$ cat config.mk
export PLATFORM = sky130hd
export DESIGN_NAME = cpu_irq_timer
export DESIGN_NICKNAME = d
export VERILOG_FILES = /design/src/rtl/irq_timer_pkg.sv /design/src/rtl/irq_wr_decode.sv /design/src/rtl/irq_reload_reg.sv /design/src/rtl/irq_up_counter.sv /design/src/rtl/cpu_irq_timer.sv
export SDC_FILE = /design/constraint.sdc
export NUM_CORES = 1
export LEC_CHECK = 0
export BUFFER_PORTS_ARGS = -buffer_cell sky130_fd_sc_hd__buf_2
export CAP_MARGIN = 10
export CORE_MARGIN = 4
export CORE_UTILIZATION = 40
export CTS_CLUSTER_SIZE = 12
export DETAILED_ROUTE_END_ITERATION = 10
export HOLD_SLACK_MARGIN = 0.05
export PLACE_DENSITY_LB_ADDON = 0.1
export SETUP_SLACK_MARGIN = 0.1
export SYNTH_ARGS = -nofsm -noshare
export SYNTH_HDL_FRONTEND = slang
export SYNTH_SLANG_ARGS = --single-unit
$ cat constraint.sdc
create_clock -name clk_i -period 3.85 [get_ports clk_i]
set_input_delay 0.5775 -clock clk_i [delete_from_list [all_inputs] [get_ports clk_i]]
set_output_delay 0.5775 -clock clk_i [all_outputs]
set_load 0.005 [all_outputs]
$ cat src/rtl/irq_timer_pkg.sv
package irq_timer_pkg;
  typedef enum logic [1:0] {
    OP_NONE,
    OP_NIBBLE,
    OP_ARM,
    OP_ACK
  } wr_op_e;
endpackage

$ cat src/rtl/irq_wr_decode.sv
module irq_wr_decode
  import irq_timer_pkg::*;
(
  input  logic       wr_en_i,
  input  logic [3:0] addr_hi_i,
  output wr_op_e     op_o
);
  always_comb begin
    op_o = OP_NONE;
    if (wr_en_i) begin
      if (addr_hi_i[3:2] == 2'b10)  op_o = OP_NIBBLE;
      else if (addr_hi_i == 4'hC)   op_o = OP_ARM;
      else if (addr_hi_i == 4'hD)   op_o = OP_ACK;
    end
  end
endmodule

$ cat src/rtl/irq_reload_reg.sv
module irq_reload_reg #(
  parameter int CNT_W = 16,
  parameter int NIB_W = 4,
  localparam int NIB_N = CNT_W / NIB_W,
  localparam int IDX_W = (NIB_N > 1) ? $clog2(NIB_N) : 1
) (
  input  logic             clk_i,
  input  logic             rst_ni,
  input  logic             wr_i,
  input  logic [IDX_W-1:0] idx_i,
  input  logic [NIB_W-1:0] nib_i,
  output logic [CNT_W-1:0] reload_o
);
  for (genvar g = 0; g < NIB_N; g++) begin : g_nib
    logic [NIB_W-1:0] q;
    always_ff @(posedge clk_i or negedge rst_ni) begin
      if (!rst_ni)                               q <= '0;
      else if (wr_i && idx_i == IDX_W'(g))       q <= nib_i;
    end
    assign reload_o[g*NIB_W +: NIB_W] = q;
  end
endmodule

$ cat src/rtl/irq_up_counter.sv
module irq_up_counter #(
  parameter int CNT_W = 16
) (
  input  logic             clk_i,
  input  logic             rst_ni,
  input  logic             arm_wr_i,
  input  logic             arm_val_i,
  input  logic             ack_i,
  input  logic [CNT_W-1:0] reload_i,
  output logic             en_o,
  output logic             pend_o,
  output logic [CNT_W-1:0] cnt_o
);
  logic             en_q, pend_q;
  logic [CNT_W-1:0] cnt_q;
  logic             off_wr, start, wrap;

  assign off_wr = arm_wr_i && !arm_val_i;
  assign start  = arm_wr_i && arm_val_i && !en_q;
  // overflow is suppressed when the same edge disarms
  assign wrap   = en_q && !off_wr && (cnt_q == '1);

  always_ff @(posedge clk_i or negedge rst_ni) begin
    if (!rst_ni) begin
      en_q   <= 1'b0;
      pend_q <= 1'b0;
      cnt_q  <= '0;
    end else begin
      if (arm_wr_i) en_q <= arm_val_i;

      if (start)                   cnt_q <= reload_i;
      else if (wrap)               cnt_q <= reload_i;
      else if (en_q && !off_wr)    cnt_q <= cnt_q + 1'b1;

      if (off_wr)      pend_q <= 1'b0;
      else if (wrap)   pend_q <= 1'b1;
      else if (ack_i)  pend_q <= 1'b0;
    end
  end

  assign en_o   = en_q;
  assign pend_o = pend_q;
  assign cnt_o  = cnt_q;
endmodule

$ cat src/rtl/cpu_irq_timer.sv
module cpu_irq_timer
  import irq_timer_pkg::*;
#(
  parameter int ADDR_W = 16,
  parameter int DATA_W = 8,
  parameter int CNT_W  = 16,
  parameter int NIB_W  = 4
) (
  input  logic              clk_i,
  input  logic              rst_ni,
  input  logic              wr_en_i,
  input  logic [ADDR_W-1:0] addr_i,
  input  logic [DATA_W-1:0] data_i,
  output logic              irq_no
);
  localparam int NIB_N   = CNT_W / NIB_W;
  localparam int IDX_W   = (NIB_N > 1) ? $clog2(NIB_N) : 1;
  localparam int WIN_LSB = ADDR_W - 4;

  wr_op_e           op;
  logic [CNT_W-1:0] reload_w, cnt_w;
  logic             en_w, pend_w;
  logic             unused_bits;

  assign unused_bits = ^{addr_i[WIN_LSB-1:0], data_i[DATA_W-1:NIB_W]};

  irq_wr_decode u_dec (
    .wr_en_i   (wr_en_i),
    .addr_hi_i (addr_i[ADDR_W-1 -: 4]),
    .op_o      (op)
  );

  irq_reload_reg #(.CNT_W(CNT_W), .NIB_W(NIB_W)) u_rld (
    .clk_i    (clk_i),
    .rst_ni   (rst_ni),
    .wr_i     (op == OP_NIBBLE),
    .idx_i    (addr_i[WIN_LSB +: IDX_W]),
    .nib_i    (data_i[NIB_W-1:0]),
    .reload_o (reload_w)
  );

  irq_up_counter #(.CNT_W(CNT_W)) u_cnt (
    .clk_i     (clk_i),
    .rst_ni    (rst_ni),
    .arm_wr_i  (op == OP_ARM),
    .arm_val_i (data_i[0]),
    .ack_i     (op == OP_ACK),
    .reload_i  (reload_w),
    .en_o      (en_w),
    .pend_o    (pend_w),
    .cnt_o     (cnt_w)
  );

  assign irq_no = ~pend_w;
endmodule

==> flow_summary.toml <==
[synthesis]
synth-xor-area-share_pct = 0
synth.area.mux_share_pct = 15.6
avgSynthCellArea_um2 = 10.4
ys_seq_elements = 34
synth_area_mm2 = 0.00183
synth_top_family_by_area = "simple AND/OR/NAND/NOR gates"
synth-compound-area-share_pct = 14.5
synth_nets = 204
synth_cell_type_count = 42
yosysWarnings = 0
ys_seq_area_share_pct = 46.5
yosys.area_share.adder_pct = 0.684
synth-simple-area-share_pct = 18.6
syn_inst = 176

[timing]
fmax_mhz = 399
setup_ws_ns = 1.34
tightest_slew_ns = 0.949
setup_violations = 0
relSlewSlack_pct = 36.6
fin_skew_ns = 0.00821
rsz0062_at_grt = "no"
layout_worst_path_cycle_share_pct = 65.1
setup_tns_ns = 0
finalHoldViolations = 0
period_minus_slack_ns = 2.51
final_max_slew_viol_count = 0

[drt]
antenna_left = 0
drt-pass1-iter-count = 4
drcViolationCount = 0
wl_um = 4210
wl_per_cell_um = 17.6
first_iter_violations = 125
viasPerCell = 6.00
vias = 1435

[power_and_ir_drop]
internal_power_uw = 798
powerDensity_mw_per_mm2 = 646
swShare_pct = 37.8
pwr-share-clk_pct = 21.4
p_comb_share_pct = 28.5
p_total_mw = 1.28
p_sw_uw = 485
leakage_nw = 0.828
ir_worst_vdd_mv = 0.299
seqPwrFrac_pct = 50.1

[cts]
htreeDepth = 2
postCtsSetupBuffers = 0
clk_latency_ns = 0.29
path_clk_slew_ns = 0.07
post_cts_resize_count = 0
clock-root-buffer = "clkbuf_8"
cts_sinks = 34
cts_buffers = 5
postCtsHoldBufs = 0
cts_buffer_depth = 2
tritoncts = "yes"

[die]
coreArea_mm2 = 0.00438
dieWidth_um = 75.6
ioPinCount = 28
fp.dieH_um = 75.6
rows = 24
design.die.area_mm2 = 0.00572
start_util_pct = 41.7

[layout]
final_nets = 214
diodes = 0
final_core_util_pct = 45.3
layout-area-overhead-vs-synth_pct = 8.69
multi_input_area_um2 = 903
fillers = 417
seq_area_um2 = 851
drive_gt1_share_pct = 21.9

[placed_design]
dp_hpwl_um = 3030
place.gp.congestion = 0.839
dp_slack_ns = 1.11
port_buffers = 11

[setup_path]
cp_max_fo = 24
critPathKind = "primary input to flop"
setup.worst_path.start_class = "primary input"
arrival_ns = 2.67
end_kind = "flop"
rr_worst_depth = 7
cp.required_ns = 4.01

[grt]
grt_first_pass_wirelength_um = 7160
antenna_found_initial = 0
gr-total-overflow = 0
grt_max_degree = 35
grt_usage_pct = 17.0
grt_pass1_vias = 1423

[run_status]
outcome = "complete, no violations"

[min_path]
hold_class = "primary input to async pin"

[job]
cap_violations = 0
[kinds of logic after synthesis]
| group | count (synthesis) |
|---|---|
| simple gates | 60 |
| compound gates | 42 |
| flops | 34 |
| mux | 26 |
| buf+inv | 13 |
| fa+ha+maj | 1 |
[final cells by class]
type                       count  area share [%]
clock buffer                   7            4.34
clock inverter                 1           0.252
inverter                       4           0.755
multi-input combinational    129            45.4
sequential                    34            42.8
tap                           52            3.27
timing repair buffer          12            3.15
[worst max-delay path: stages]
cell and delay, ns:
buf_2 0.13, or3b_1 0.42, nor3_2 0.24, o21bai_1 0.46, inv_2 0.41, a211oi_1 0.34, a311oi_1 0.07
[per-stage QoR]
stage / area [um^2] / hold slack, ns / std cells
floorplan: 1830 / 0.282 / 176
global placement: 1900 / 0.501 / 231
detailed placement: 1900 / 0.504 / 231
CTS: 1990 / 0.380 / 239
global route: 1990 / 0.415 / 239
finish: 1990 / 0.361 / 239
[layout by cell type (no fill, tap or decap), types with 2 or more instances in the layout]
cell type,n
o21ai_0,5
clkbuf_8,6
mux2i_1,9
buf_2,11
nand4_1,10
nor2_1,9
nand2b_1,2
o32ai_1,2
a2bb2oi_1,2
nand3_1,12
mux2_2,16
a311oi_1,2
inv_1,3
nand2_1,11
and4_1,3
a21oi_1,20
nor3_1,4
and3_1,2
dfrtp_1,34
[metal layers]
layer | global-route usage, % | part of all wire [%]
met1 | 24.4 | 48
met2 | 24.9 | 45
met3 | 3.96 | 5.4
met4 | 6.99 | 2.1
met5 | 0 | 0
[Yosys cell counts (all sizes together)]
library cell  count  share of area (%)
dfrtp            34                 47
a21oi            21                6.0
mux2             17                 11
nand3            12                3.3
nand2            11                2.3
nand4            10                3.4
mux2i             9                4.9
nor2              9                1.8
buf               7                2.9
o21ai             6                1.6
nor3              5                1.6
inv               4               0.82
and4              3                1.4
a211oi            2                1.1
a2bb2oi           2               0.96
a311oi            2               0.96
and3              2               0.68
clkbuf            2               0.41
nand2b            2               0.68
o32ai             2               0.96
a21o              1               0.41
a221oi            1               0.48
a31oi             1               0.34
and4b             1               0.55
ha                1               0.68
nor2b             1               0.34
nor3b             1               0.41
nor4              1                1.2
o21bai            1               0.41
o22a              1               0.48
o22ai             1               0.34
o2bb2ai           1               0.48
or3b              1               0.48
or4               1               0.41
[state kept, by name, indices dropped and copies added, names as in the netlist]
register / count
u_cnt.pend_o: 1
u_cnt.cnt_o: 16
u_cnt.en_o: 1
u_rld.g_nib.q: 16
[power by group through the flow]
stage	Combinational, mW	Clock (mW)	Sequential [mW]
4_1_cts	0.366	0.282	0.638
3_3_place_gp	0.353	0	0.640
5_1_grt	0.411	0.294	0.666
6_report	0.366	0.275	0.642
3_5_place_dp	0.365	0	0.644
2_1_floorplan	0.338	0	0.578
[worst paths after layout]
check                                    start                  end  slack (ns)
setup reg to reg                u_cnt.cnt_o[0]       u_cnt.cnt_o[5]        1.46
min in group clk_i         u_rld.g_nib[2].q[0]  u_rld.g_nib[2].q[0]        0.52
hold / removal                          rst_ni       u_cnt.cnt_o[6]        0.36
hold reg to reg            u_rld.g_nib[2].q[0]  u_rld.g_nib[2].q[0]        0.52
setup / recovery                    addr_i[12]      u_cnt.cnt_o[14]        1.34
max in group asynchronous               rst_ni  u_rld.g_nib[1].q[2]        2.99
No activity file was read; power rests on OpenSTA's default activity.
